<file path="src/rtl/sst_pkg.sv">
package sst_pkg;

  function automatic logic tx_allowed(input logic sync_en, input logic port_en,
                                      input logic src_master, input logic rx_cont,
                                      input logic rx_single, input logic tx_en);
    return sync_en & port_en & ~src_master & ~rx_cont & ~rx_single & tx_en;
  endfunction

  function automatic int frame_len(input logic nine, input int data_w);
    return nine ? data_w + 1 : data_w;
  endfunction

endpackage

</file>
<file path="src/rtl/sst_clk_edge.sv">
module sst_clk_edge #(
  parameter int SYNC_STAGES = 2
) (
  input  logic clk,
  input  logic rst_n,
  input  logic ext_clk,
  output logic fall_evt
);
  logic [SYNC_STAGES:0] stg_q;

  always_ff @(posedge clk or negedge rst_n) begin
    if (!rst_n) stg_q <= '1;
    else        stg_q <= {stg_q[SYNC_STAGES-1:0], ext_clk};
  end

  assign fall_evt = stg_q[SYNC_STAGES] & ~stg_q[SYNC_STAGES-1];

  assert_single_pulse_R9: assert property (@(posedge clk) disable iff (!rst_n)
    fall_evt |=> !fall_evt);
endmodule

</file>
<file path="src/rtl/sst_hold.sv">
module sst_hold #(
  parameter int DATA_W = 8
) (
  input  logic              clk,
  input  logic              rst_n,
  input  logic              active,
  input  logic              wr_en,
  input  logic [DATA_W-1:0] wr_data,
  input  logic              nine_en,
  input  logic              bit9_in,
  input  logic              sh_idle,
  output logic              take,
  output logic [DATA_W:0]   hold_word,
  output logic              hold_nine,
  output logic              hold_full,
  output logic              overrun
);
  logic accept, lost;

  assign accept = active & wr_en & ~hold_full;
  assign lost   = active & wr_en &  hold_full;
  assign take   = active & hold_full & sh_idle;

  always_ff @(posedge clk or negedge rst_n) begin
    if (!rst_n) begin
      hold_word <= '0;
      hold_nine <= 1'b0;
      hold_full <= 1'b0;
      overrun   <= 1'b0;
    end else if (!active) begin
      hold_word <= '0;
      hold_nine <= 1'b0;
      hold_full <= 1'b0;
      overrun   <= 1'b0;
    end else begin
      if (accept) begin
        hold_word <= {nine_en & bit9_in, wr_data};
        hold_nine <= nine_en;
        hold_full <= 1'b1;
      end else if (take) begin
        hold_full <= 1'b0;
      end
      if (lost) overrun <= 1'b1;
    end
  end

  assert_overrun_sticky_R7: assert property (@(posedge clk) disable iff (!rst_n)
    (active && $past(active) && $past(overrun)) |-> overrun);
  assert_cleared_when_off_R1: assert property (@(posedge clk) disable iff (!rst_n)
    !active |=> (!hold_full && !overrun));
  assert_word_kept_R7: assert property (@(posedge clk) disable iff (!rst_n)
    (hold_full && active && !take) |=> $stable(hold_word));
endmodule

</file>
<file path="src/rtl/sst_shifter.sv">
module sst_shifter #(
  parameter int DATA_W = 8
) (
  input  logic            clk,
  input  logic            rst_n,
  input  logic            active,
  input  logic            load,
  input  logic [DATA_W:0] load_word,
  input  logic            load_nine,
  input  logic            fall_evt,
  output logic            data_out,
  output logic            idle
);
  import sst_pkg::*;
  localparam int CNT_W = $clog2(DATA_W + 2);

  logic [DATA_W:0]  sh_q, sh_src;
  logic [CNT_W-1:0] rem_q, rem_src;

  always_comb begin
    sh_src  = load ? load_word : sh_q;
    rem_src = load ? CNT_W'(frame_len(load_nine, DATA_W)) : rem_q;
  end

  always_ff @(posedge clk or negedge rst_n) begin
    if (!rst_n) begin
      sh_q <= '0; rem_q <= '0; data_out <= 1'b1;
    end else if (!active) begin
      sh_q <= '0; rem_q <= '0; data_out <= 1'b1;
    end else if (fall_evt && rem_src != '0) begin
      data_out <= sh_src[0];
      sh_q     <= sh_src >> 1;
      rem_q    <= rem_src - 1'b1;
    end else if (fall_evt) begin
      data_out <= 1'b1;
      sh_q     <= sh_src;
      rem_q    <= rem_src;
    end else begin
      sh_q  <= sh_src;
      rem_q <= rem_src;
    end
  end

  assign idle = (rem_q == '0);

  assert_line_idle_off_R1: assert property (@(posedge clk) disable iff (!rst_n)
    !active |=> data_out);
  assert_stable_no_fall_R4: assert property (@(posedge clk) disable iff (!rst_n)
    ($past(active) && active && !$past(fall_evt)) |-> $stable(data_out));
  assert_count_bound_R5: assert property (@(posedge clk) disable iff (!rst_n)
    rem_q <= CNT_W'(DATA_W + 1));
  assert_load_on_idle_R3: assert property (@(posedge clk) disable iff (!rst_n)
    load |-> idle);
endmodule

</file>
<file path="src/rtl/sync_slave_tx.sv">
module sync_slave_tx #(
  parameter int DATA_W      = 8,
  parameter int SYNC_STAGES = 2
) (
  input  logic              clk,
  input  logic              rst_n,
  input  logic              ext_clk,
  input  logic              sync_en,
  input  logic              port_en,
  input  logic              clk_src_master,
  input  logic              rx_cont_en,
  input  logic              rx_single_en,
  input  logic              tx_en,
  input  logic              nine_bit_en,
  input  logic              bit9_in,
  input  logic              wr_en,
  input  logic [DATA_W-1:0] wr_data,
  input  logic              tx_irq_en,
  output logic              data_out,
  output logic              buf_empty,
  output logic              irq,
  output logic              overrun
);
  import sst_pkg::*;

  logic            active, fall_evt, take, sh_idle, hold_full, hold_nine;
  logic [DATA_W:0] hold_word;

  assign active = tx_allowed(sync_en, port_en, clk_src_master,
                             rx_cont_en, rx_single_en, tx_en);

  sst_clk_edge #(.SYNC_STAGES(SYNC_STAGES)) u_edge (
    .clk(clk), .rst_n(rst_n), .ext_clk(ext_clk), .fall_evt(fall_evt));

  sst_hold #(.DATA_W(DATA_W)) u_hold (
    .clk(clk), .rst_n(rst_n), .active(active), .wr_en(wr_en), .wr_data(wr_data),
    .nine_en(nine_bit_en), .bit9_in(bit9_in), .sh_idle(sh_idle), .take(take),
    .hold_word(hold_word), .hold_nine(hold_nine), .hold_full(hold_full),
    .overrun(overrun));

  sst_shifter #(.DATA_W(DATA_W)) u_shift (
    .clk(clk), .rst_n(rst_n), .active(active), .load(take), .load_word(hold_word),
    .load_nine(hold_nine), .fall_evt(fall_evt), .data_out(data_out), .idle(sh_idle));

  assign buf_empty = ~hold_full;
  assign irq       = buf_empty & tx_irq_en;

  assert_empty_after_off_R1: assert property (@(posedge clk) disable iff (!rst_n)
    !active |=> buf_empty);
  assert_no_irq_when_masked_R6: assert property (@(posedge clk) disable iff (!rst_n)
    !tx_irq_en |-> !irq);
endmodule

</file>
<file path="config.mk">
export PLATFORM = sky130hd
export DESIGN_NAME = sync_slave_tx
export DESIGN_NICKNAME = d
export VERILOG_FILES = /design/src/rtl/sst_pkg.sv /design/src/rtl/sst_clk_edge.sv /design/src/rtl/sst_hold.sv /design/src/rtl/sst_shifter.sv /design/src/rtl/sync_slave_tx.sv
export SDC_FILE = /design/constraint.sdc
export NUM_CORES = 1
export LEC_CHECK = 0
export CORE_MARGIN = 3
export CORE_UTILIZATION = 51
export DETAILED_ROUTE_END_ITERATION = 8
export PLACE_DENSITY = 0.85
export SYNTH_ARGS = -nofsm -noshare
export SYNTH_HDL_FRONTEND = slang
export SYNTH_HIERARCHICAL = 1
export SYNTH_SLANG_ARGS = --single-unit
export TNS_END_PERCENT = 100
</file>
<file path="constraint.sdc">
create_clock -name clk -period 4.84 [get_ports clk]
set_input_delay 0.484 -clock clk [delete_from_list [all_inputs] [get_ports clk]]
set_output_delay 0.484 -clock clk [all_outputs]
set_load 0.05 [all_outputs]
</file>
# --- After elaboration in Yosys (flattened, before gate mapping) ---
# Cells that the tools add are included.
classes:
  reduce_logical: 3
  n_lt_le_gt_ge: 0
  div_mod_pow: 0
  shift: 0
  n_mul: 0
  n_eq_ne: 4
  mux: 19
  addsub: 1
  bitwise: 18
op_table:
  columns: ["cell", "n"]
  rows:
  - ["$mux 9", 5]
  - ["$and 1x1->1", 13]
  - ["$mux 4", 3]
  - ["$mux 1", 11]
  - ["$not 1->1", 5]
  - ["$logic_not 4->1", 1]
  - ["$ne 2x2->1 const B", 2]
  - ["$reduce_bool 4->1", 1]
  - ["$sub 4x1->4 const B", 1]
  - ["$ne 3x1->1 const B", 1]
  - ["$ne 3x2->1 const B", 1]
  - ["$logic_and 1x1->1", 1]
word_totals:
  regBits: 29
  in_bits: 21
  latch_bits: 0
  mem_bits_rw: 0
  out_inout_bits: 4
  n_memories: 0
  elab_cells: 53
  rom_bits: 0

# --- Logic depth before layout (Yosys ltp) ---
# Gate-level depths: netlist of run 1.
depth:
  word_depth: 12
  ltp_mapped: 8
  ltp_nobuf: 6

# --- Modules after synthesis ---
# Netlist of run 1, hierarchy kept.
modules_own_cells:
  columns: ["mod", "area_per_inst_um2", "seq_area_each_um2", "cells_each", "instances"]
  rows:
  - ["sst_shifter", 867.1, 351.6, 80, 1]
  - ["sst_hold", 514.2, 300.3, 52, 1]
  - ["sst_clk_edge", 92.6, 78.8, 4, 1]
  - ["sync_slave_tx", 25.0, 0.0, 4, 1]

# --- Least setup slack after synthesis of run 1 ---
# No wires, ideal clock.
synth_timing:
  path_kind: "input -> register"
  from: "input clk_src_master"
  to: "register u_shift.sh_q[6]"
  cell_stages: 8
  required_ps: 4712
  setup_ps: 128
  arrival_time_ps: 2257
  path_slack_ps: 2455
  n_path_buf: 2
  path_cell_list: "nor4b_1 > and3_1 > clkbuf_1 > and3_1 > buf_2 > mux2_1 > a211oi_1 > nor3_1"
synth_via:
  elab_chain_cells: 12
  word_cells_on_any_way: 13
  cone_classes: "4 x mux; 7 x bitwise; 2 x reduce/logical"
synth_rtl:
  columns: ["item", "line", "source"]
  rows:
  - ["from (decl)", "sync_slave_tx.sv:10", "input logic clk_src_master,"]
  - ["$not 1->1 *", "sst_pkg.sv:6", "return sync_en & port_en & ~src_master & ~rx_cont & ~rx_single & tx_en;"]
  - ["$and 1x1->1 * (4 in series)", "sst_pkg.sv:6", null]
  - ["named net active", "sync_slave_tx.sv:26", "logic active, fall_evt, take, sh_idle, hold_full, hold_nine;"]
  - ["$and 1x1->1 * (2 in series)", "sst_hold.sv:22", "assign take = active & hold_full & sh_idle;"]
  - ["named net take", "sync_slave_tx.sv:26", null]
  - ["$mux 4", "sst_shifter.sv:22", "rem_src = load ? CNT_W'(frame_len(load_nine, DATA_W)) : rem_q;"]
  - ["$reduce_bool 4->1", "sst_shifter.sv:30", "end else if (fall_evt && rem_src != '0) begin"]
  - ["$logic_and 1x1->1", "sst_shifter.sv:30", null]
  - ["$mux 9 *", "sst_shifter.sv:30", null]
  - ["$mux 9 *", "sst_shifter.sv:28", "end else if (!active) begin"]
  - ["to (signal assigned)", "sst_shifter.sv:32", "sh_q <= sh_src >> 1;"]
  - ["to (signal assigned)", "sst_shifter.sv:36", "sh_q <= sh_src;"]
  - ["to (signal assigned)", "sst_shifter.sv:39", "sh_q <= sh_src;"]
  - ["to (decl)", "sst_shifter.sv:17", "logic [DATA_W:0] sh_q, sh_src;"]
# Mark *: on every way through the listed nets, which the timed path passes. The rest lies on a longest branch.
# A chain may end at the register's enable or synchronous reset.

# --- Worst setup path after layout of run 1 ---
layout_timing:
  from: "input rx_cont_en"
  to: "register u_shift.sh_q[6]"
layout_via:
  elab_chain_cells: 11
  word_cells_on_any_way: 12
  cone_classes: "4 x mux; 6 x bitwise; 2 x reduce/logical"
layout_rtl:
  columns: ["item", "line", "source"]
  rows:
  - ["from (decl)", "sync_slave_tx.sv:11", "input logic rx_cont_en,"]
  - ["$not 1->1 *", "sst_pkg.sv:6", null]
  - ["$and 1x1->1 * (3 in series)", "sst_pkg.sv:6", null]
  - ["named net active", "sync_slave_tx.sv:26", null]
  - ["$and 1x1->1 * (2 in series)", "sst_hold.sv:22", null]
  - ["named net take", "sync_slave_tx.sv:26", null]
  - ["$mux 4", "sst_shifter.sv:22", null]
  - ["$reduce_bool 4->1", "sst_shifter.sv:30", null]
  - ["$logic_and 1x1->1", "sst_shifter.sv:30", null]
  - ["$mux 9 *", "sst_shifter.sv:30", null]
  - ["$mux 9 *", "sst_shifter.sv:28", null]
# Marked as above.

==> impl_metrics.csv, run 1 <==
group,metric,value,unit
sta,fmax,333,MHz
global_routing,gr-total-overflow,0,
yosys,synth_top_family_by_area,"compound AO/OA/AOI/OAI gates",
drt,drt-initial-drc-count,34,
sta,relSlewSlack,39.4,%
yosys,synthCells,140,
sta,tightestPinTransition,0.909,ns
cts,clkSlewWorstSetupHoldPaths,0.08,ns
sta,hold_viol,0,
yosys,synth_top_area_share,41.7,%
drt,vias,1110,
power,p_leak,0.712,nW
final_layout,register_area,731,µm²
setup_path,critPathMaxFanout,28,
yosys,synth_warnings,6,
min_path,min_to,"u_edge/stg_q[1]",
cts,numCtsBuffers,5,
setup_path,critPathRequiredTime,5.05,ns
sta,fin_skew,0.00892,ns
yosys,synth_mux_area_share,6.18,%
yosys,synth_xor_area_share,0.584,%
cts,cts_setup_buffers,0,
final_layout,multi_input_area,683,µm²
status,status,"finished, final reports clean",
min_path,hold_path.class,"reg2reg",
min_path,min_from,"u_edge/stg_q[0]",
final_layout,n_fill_cell,238,
cts,cts-root-buf,"clkbuf_4",
placement,post-place-ws,1.49,ns
drt,drc,0,
drt,dr_wl_met2,1560,µm
setup_path,r2r-end,"u_shift/sh_q[6]",
global_routing,grt_usage,18.9,%
sta,fin_crit_sh,62.0,%
global_routing,grt_pass1_vias,1109,
floorplanning,rows,19,
floorplanning,start_util,53.9,%
cts,cts_htree_levels,2,
power,power.total,0.420,mW
drt,dr.pass1.iters,4,
sta,setup_ws,1.84,ns
yosys,synth_edf_count,0,
floorplanning,die_x,60.2,µm
min_path,whs_path_depth,0,
yosys,synth_cell_types,38,
yosys,synth_compound_area_share,22.5,%
cts,postCtsHoldBufs,0,
drt,wl_met3,118,µm
drt,ant_nets,0,
placement,placed_cells,190,
floorplanning,die_area,3630,µm²
final_layout,syn_to_final_growth,20.5,%
setup_path,r2r_setup_slack,2.03,ns
drt,wl_per_cell,15.2,µm
final_layout,drive_gt1_share,16.2,%
floorplanning,fp.coreArea,2780,µm²
setup_path,startpoint_type,"input port",
setup_path,r2r_cells,6,
global_routing,grt_max_degree,30,
yosys,synth-seq-cells,29,
yosys,syn_avg_cell_area,10.7,µm²
yosys,ys_async_sr_fraction,100,%
yosys,ys.flop_type,"dfrtp_1",
sta,slew_violations,0,
yosys,yosys.area.top_type,"dfrtp_1",
cts,cts_tree,"done",
drt,top_layer,"met4",
cts,ctsResizeCount,0,
floorplanning,ios,25,
drt,avgViaCountPerCell,5.61,
final_layout,final_cell_mix,"dfrtp_1 (25), clkdlybuf4s50_1 (24), nand2_1 (19)",
drt,drt-total-wl,3020,µm
flow_run,drv_cap,0,
yosys,syn_nets,161,
placement,gp_congestion,0.812,
floorplanning,die_h,60.2,µm
yosys,synth_fa_ha_area_share,0,%
setup_path,worstSetupPathType,"in2reg",
placement,portBuffers,24,
yosys,yosys.area_share.simple,16.4,%
cts,cts_buffer_depth,2,
power,vdd.ir_drop.worst,0.202,mV
sta,fin_tns_setup,0,ns
global_routing,antenna_found_initial,0,
cts,clk_latency,0.33,ns
final_layout,nets,187,
setup_path,worstPathArrival,3.21,ns
setup_path,worst_setup_path_end_kind,"flip-flop",
cts,cts.sinks,29,
yosys,netlist_area,1500,µm²
global_routing,grt_pass1_wl,5070,µm
power,power_density,232,nW/µm²
sta,period_needed,3.00,ns
final_layout,final_common_cell,"dfrtp_1",
final_layout,diodes,0,
yosys,seq_area_frac_synth,48.7,%
drt,wl_met1,1300,µm
placement,dp_hpwl,2160,µm
sta,rsz0062_at_grt,"no",
final_layout,final_cells,198,
sta,setup_viol,0,
setup_path,r2r_start,"u_shift/rem_q[0]",
yosys,synth_area_leaders,"dfrtp_1 (42%), dfstp_2 (7.0%), a21boi_1 (6.0%)",
==> logic make-up (layout without fill, tap and decap cells) <==
family,Yosys count,in the layout
simple gates,45,45
compound gates,39,39
flops,29,29
buf+inv,17,44
mux,9,9
xor+xnor,1,1
==> through the flow <==
stage	instance area, µm²	utilization, %	hold WS (ns)
finish	1810	65.0	0.362
global placement	1760	63.1	0.350
detailed placement	1760	63.1	0.354
CTS	1810	65.0	0.366
global route	1810	65.0	0.370
floorplan	1500	-	0.188
==> per-layer routing <==
metal / vias to the layer above / global-route usage [%]
met5: - / 0
met4: 0 / 6.33
met3: 3 / 6.26
met2: 22 / 30.1
met1: 537 / 24.1
li1: 548 / -
==> cell usage after synthesis, types with 3 or more instances <==
library cell / count
dfrtp_1: 25
nand2_1: 19
a21boi_1: 12
o21ai_0: 8
inv_1: 7
mux2i_1: 7
a221oi_2: 5
nor3_1: 5
dfstp_2: 4
nand2b_1: 4
a211oi_1: 3
buf_2: 3
nor2b_1: 3
==> final cells by class <==
class / instances / area share, %
clock buffer: 6 / 2.29
clock inverter: 2 / 0.554
inverter: 10 / 2.63
multi-input combinational: 94 / 37.8
sequential: 29 / 40.4
tap: 31 / 2.15
timing repair buffer: 26 / 14.1
==> registers in the layout (all words and copies together), names as in the netlist <==
| signal | cells |
|---|---|
| u_edge/stg_q | 3 |
| u_hold/hold_full | 1 |
| u_hold/hold_nine | 1 |
| u_hold/hold_word | 9 |
| u_hold/overrun | 1 |
| u_shift/data_out | 1 |
| u_shift/rem_q | 4 |
| u_shift/sh_q | 9 |
==> critical path: stages <==
cell and delay, ns:
clkdlybuf4s50_1 0.41, nor4b_1 0.31, and3_1 0.19, buf_4 0.25, and3_1 0.80, mux2_1 0.41, a211oi_1 0.26, nor3_1 0.09
==> how the worst max path moves through the flow <==
stage	startpoint	endpoint	slack, ns
after floorplan	clk_src_master	u_shift/sh_q[6]	2.45
after global placement	clk_src_master	u_shift/sh_q[6]	1.69
after detailed placement	rx_cont_en	u_shift/sh_q[6]	1.49
after CTS	rx_cont_en	u_shift/sh_q[6]	1.84
after global routing	rx_cont_en	u_shift/sh_q[6]	1.70
final	rx_cont_en	u_shift/sh_q[6]	1.84
==> power by group <==
group          total, mW  internal [mW]  switching [mW]  leakage, nW
Clock              0.139         0.0552          0.0835       0.0320
Sequential         0.246          0.245        0.000968        0.391
Combinational     0.0357         0.0191          0.0166        0.289
Total              0.420          0.319           0.101        0.712
Note: power is estimated with default switching activity, not from simulation.
==> inputs of run 2 (changes only) <==
Clock period 4.84 ns to 3.1 ns, I/O delays scaled along.
==> impl_metrics.csv, run 2 (synthesized netlist as in run 1, its figures left out) <==
group,metric,value,unit
cts,cts_setup_buffers,0,
placement,portBuffers,24,
drt,ant_nets,0,
floorplanning,ios,25,
floorplanning,fp.coreArea,2780,µm²
power,power_density,383,nW/µm²
sta,whs,0.359,ns
sta,fin_skew,0.00575,ns
sta,fmax,415,MHz
global_routing,grt_pass1_wl,4930,µm
flow_run,drv_cap,0,
placement,gp_congestion,0.865,
drt,vias,1136,
cts,postCtsHoldBufs,0,
cts,clk_latency,0.33,ns
final_layout,syn_to_final_growth,22.3,%
cts,numCtsBuffers,5,
drt,dr.pass1.iters,4,
final_layout,top_regs,"u_hold/hold_word x9, u_shift/sh_q x9, u_shift/rem_q x4",
global_routing,grt_max_degree,30,
cts,cts_buffer_depth,2,
final_layout,nets,188,
sta,setup_viol,0,
sta,fin_tns_setup,0,ns
sta,period_needed,2.41,ns
final_layout,final_cell_mix,"dfrtp_1 (25), clkdlybuf4s50_1 (24), nand2_1 (19)",
min_path,hold_path.class,"reg2reg",
global_routing,grt_pass1_vias,1098,
cts,cts_htree_levels,2,
setup_path,critPathMaxFanout,14,
drt,wl_per_cell,15.2,µm
final_layout,final_common_cell,"dfrtp_1",
floorplanning,die_x,60.2,µm
power,p_leak,0.727,nW
global_routing,gr-total-overflow,0,
setup_path,startpoint_type,"flip-flop",
setup_path,critPathRequiredTime,3.30,ns
final_layout,drive_gt1_share,17.3,%
drt,drt-initial-drc-count,59,
sta,fin_crit_sh,77.7,%
cts,cts_tree,"done",
sta,tightestPinTransition,0.636,ns
drt,drc,0,
setup_path,worstPathArrival,2.61,ns
floorplanning,die_area,3630,µm²
final_layout,n_fill_cell,224,
setup_path,worstSetupPathType,"reg2reg",
cts,clkSlewWorstSetupHoldPaths,0.09,ns
cts,ctsResizeCount,0,
drt,drt-total-wl,3020,µm
floorplanning,start_util,53.9,%
power,vdd.ir_drop.worst,0.344,mV
global_routing,grt_usage,18.8,%
cts,cts-root-buf,"clkbuf_4",
global_routing,antenna_found_initial,0,
status,status,"finished, final reports clean",
placement,dp_hpwl,2140,µm
floorplanning,rows,19,
drt,avgViaCountPerCell,5.71,
floorplanning,die_h,60.2,µm
final_layout,diodes,0,
sta,slew_violations,0,
sta,hold_viol,0,
setup_path,worst_setup_path_end_kind,"flip-flop",
sta,relSlewSlack,57.5,%
cts,cts.sinks,29,
sta,rsz0062_at_grt,"no",
==> run 2: metal layers <==
layer | up-vias | track usage, % | share of wire, %
met5 | - | 0 | 0
met4 | 0 | 6.65 | 0.76
met3 | 4 | 6.70 | 4.1
met2 | 32 | 29.3 | 49
met1 | 545 | 24.1 | 46
li1 | 555 | - | -
==> run 2: worst paths after layout <==
kind	slack, ns	depth (start not counted)	start	to
worst max-delay path	0.69	7	u_shift/rem_q[0]	u_shift/sh_q[0]
worst min-delay path	0.36	0	u_edge/stg_q[0]	u_edge/stg_q[1]
worst max register to register	0.69	7	u_shift/rem_q[0]	u_shift/sh_q[0]
worst min register to register	0.36	0	u_edge/stg_q[0]	u_edge/stg_q[1]
max in group asynchronous	2.42	2	rst_n	u_edge/stg_q[0]
min in group asynchronous	0.37	2	rst_n	u_shift/rem_q[1]
==> run 2: area by class of cell <==
cell class	instances	area (µm²)	share of cell area, %
timing repair buffer	27	263	14.3
clock inverter	1	5.00	0.273
tap	31	38.8	2.12
inverter	10	47.5	2.59
clock buffer	7	65.1	3.55
multi-input combinational	94	683	37.3
sequential	29	731	39.9
==> run 2: stage by stage <==
step / power (mW) / util (%) / worst slack [ns] / cells / area, µm²
floorplan: 0.411 / - / 0.889 / 140 / 1500
global placement: 0.446 / 63.4 / 0.783 / 191 / 1760
detailed placement: 0.447 / 63.4 / 0.734 / 191 / 1760
CTS: 0.710 / 65.9 / 0.729 / 199 / 1830
global route: 0.733 / 65.9 / 0.586 / 199 / 1830
finish: 0.702 / 65.9 / 0.691 / 199 / 1830
==> run 2: power by group <==
part	internal (mW)	switching (mW)
Combinational	0.0298	0.0259
Sequential	0.382	0.00147
Clock	0.131	0.131
Total	0.543	0.159
==> run 2: critical path: stages, from the launching register on <==
cell and delay, ns:
dfrtp_1 0.45, or4_4 0.62, clkinv_4 0.11, and3_1 0.33, buf_4 0.30, nand2b_1 0.17, o21ai_0 0.25, a221oi_2 0.06
==> inputs of run 3 (changes only) <==
Settings changed: CORE_UTILIZATION 51 to 47, PLACE_DENSITY 0.85 to 0.83.
Clock period 3.1 ns to 2 ns, I/O delays scaled along.
==> impl_metrics.csv, run 3 (synthesized netlist as in run 1, its figures left out) <==
group,metric,value,unit
setup_path,critPathMaxFanout,6,
status,violations,"negative setup slack",
setup_path,critPathRequiredTime,2.19,ns
final_layout,nets,197,
sta,hold_viol,0,
setup_path,path_cells,"or4_4 > clkinv_4 > and3_4 > mux2_4 > a211oi_2 > a211oi_2",
placement,placed_cells,210,
cts,cts_buffer_depth,2,
global_routing,grt_pass1_vias,1225,
final_layout,top_regs,"u_hold/hold_word x9, u_shift/sh_q x9, u_shift/rem_q x4",
power,pwr-share-clk,37.4,%
sta,rsz0062_at_grt,"yes",
drt,vias,1221,
power,p_sw_share,22.6,%
placement,portBuffers,24,
cts,cts.sinks,29,
cts,cts_htree_levels,2,
sta,tightestPinTransition,0.501,ns
placement,dp_hpwl,2400,µm
placement,gp_congestion,0.782,
drt,dr_wl_met2,1630,µm
drt,drt-total-wl,3280,µm
setup_path,slowest_stage,"or4_4",
drt,avgViaCountPerCell,5.58,
floorplanning,fp.coreArea,2900,µm²
drt,wl_met1,1370,µm
power,p_sw,0.247,mW
sta,relSlewSlack,66.5,%
setup_path,cp_slowest_stage_delay,0.57,ns
drt,wl_met3,210,µm
cts,cts_tree,"done",
sta,fin_tns_setup,-0.0285,ns
final_layout,final_cell_mix,"dfrtp_1 (25), clkdlybuf4s50_1 (23), nand2_1 (19)",
final_layout,syn_to_final_growth,32.0,%
final_layout,fin_util,68.2,%
power,p_int,0.843,mW
floorplanning,ios,25,
setup_path,startpoint_type,"flip-flop",
cts,cts-root-buf,"clkbuf_4",
sta,setup_ws,-0.0285,ns
setup_path,worstPathArrival,2.22,ns
sta,slew_violations,0,
cts,numCtsBuffers,5,
drt,top_layer,"met4",
placement,placed_area,1890,µm²
drt,dr.pass1.iters,4,
power,p_leak,0.780,nW
final_layout,final_cells,219,
final_layout,diodes,0,
drt,ant_nets,0,
setup_path,critPathTopFamily,"simple AND/OR/NAND/NOR gates",
drt,drc,0,
final_layout,final_common_cell,"dfrtp_1",
setup_path,cpMostUsedCell,"a211oi_2",
floorplanning,die_x,62.5,µm
power,seqPwrFrac,54.6,%
setup_path,path_buf_inv,1,
floorplanning,rows,19,
drt,drt-initial-drc-count,53,
sta,fin_skew,0.0151,ns
power,power.total,1.09,mW
status,status,"finished with violations",
min_path,hold_path.class,"in2async",
floorplanning,start_util,51.7,%
final_layout,fin_area,1980,µm²
cts,clk_latency,0.33,ns
setup_path,worst_setup_path_end_kind,"flip-flop",
setup_path,worstSetupPathType,"reg2reg",
sta,setup_viol,1,
global_routing,gr-total-overflow,0,
power,vdd.ir_drop.worst,0.477,mV
cts,clkSlewWorstSetupHoldPaths,0.10,ns
global_routing,grt_max_degree,30,
sta,fin_crit_sh,101,%
global_routing,grt_pass1_wl,5540,µm
drt,wl_per_cell,15.0,µm
flow_run,drv_cap,0,
power,pwr-share-comb,8.1,%
sta,fmax,493,MHz
final_layout,drive_gt1_share,27.7,%
sta,period_needed,2.03,ns
global_routing,antenna_found_initial,0,
cts,postCtsHoldBufs,0,
floorplanning,die_area,3900,µm²
power,power_density,551,nW/µm²
global_routing,grt_usage,18.0,%
floorplanning,die_h,62.5,µm
[run 3: cell count changes in the layout (fill, tap and decap cells not counted), moves of 3 or more]
cell,before,now
buf_4,3,11
a211oi_1,3,0
o21ai_1,1,6
a211oi_2,1,4
o21ai_0,8,1
[run 3: final cells by class]
cell class | instances | area (µm²)
Tap cell | 42 | 52.6
Timing Repair Buffer | 36 | 353
Inverter | 10 | 47.5
Multi-Input combinational cell | 94 | 724
Clock buffer | 7 | 65.1
Sequential cell | 29 | 731
Fill cell | 226 | 922
Clock inverter | 1 | 5.00
[run 3: worst register-to-register path: cells and delay by family (launching register included)]
kind                   cells  cell delay [ns]
multiplexers               1             0.33
buffers and inverters      1             0.06
flip-flops                 1             0.40
AND/OR/NAND/NOR            2             0.83
AO/OA/AOI/OAI              2             0.28
[run 3: per-layer routing]
metal | vias to the layer above | global-route usage, %
li1 | 572 | -
met1 | 594 | 22.1
met2 | 47 | 30.0
met3 | 8 | 5.04
met4 | 0 | 7.16
met5 | - | 0
[run 3: path summary, 6_finish.rpt]
check	start	end	slack, ns	cells past startpoint
worst max-delay path	u_shift/rem_q[3]	u_shift/sh_q[5]	-0.03	6
worst min-delay path	rst_n	u_shift/sh_q[6]	0.25	2
worst max register to register	u_shift/rem_q[3]	u_shift/sh_q[5]	-0.03	6
worst min register to register	u_edge/stg_q[1]	u_edge/stg_q[2]	0.37	0
max in group asynchronous	rst_n	u_edge/stg_q[1]	1.43	2
min in group clk	ext_clk	u_edge/stg_q[0]	0.28	1
[run 3: through the flow]
stage                     hold WS, ns  worst slack, ns
after floorplan               -0.0956         -0.00892
after global placement          0.351         -0.00541
after detailed placement        0.350           -0.185
after CTS                       0.256          0.00490
after global routing            0.275          -0.0450
final                           0.248          -0.0285
[run 3: power groups by stage]
stage / clock [mW] / sequential (mW) / combinational, mW
after floorplan: 0 / 0.605 / 0.0317
after global placement: 0 / 0.606 / 0.0871
after detailed placement: 0 / 0.606 / 0.0890
after CTS: 0.414 / 0.595 / 0.0894
after global routing: 0.446 / 0.596 / 0.0963
final: 0.407 / 0.595 / 0.0881
[run 3: repair_timing]
action / CTS / global route
buffers inserted: 1 / 0
setup endpoints to repair: 6 / 3
endpoints found under the hold margin: 0 / 0
cloned: 0 / 0
gates resized for setup: 8 / 2
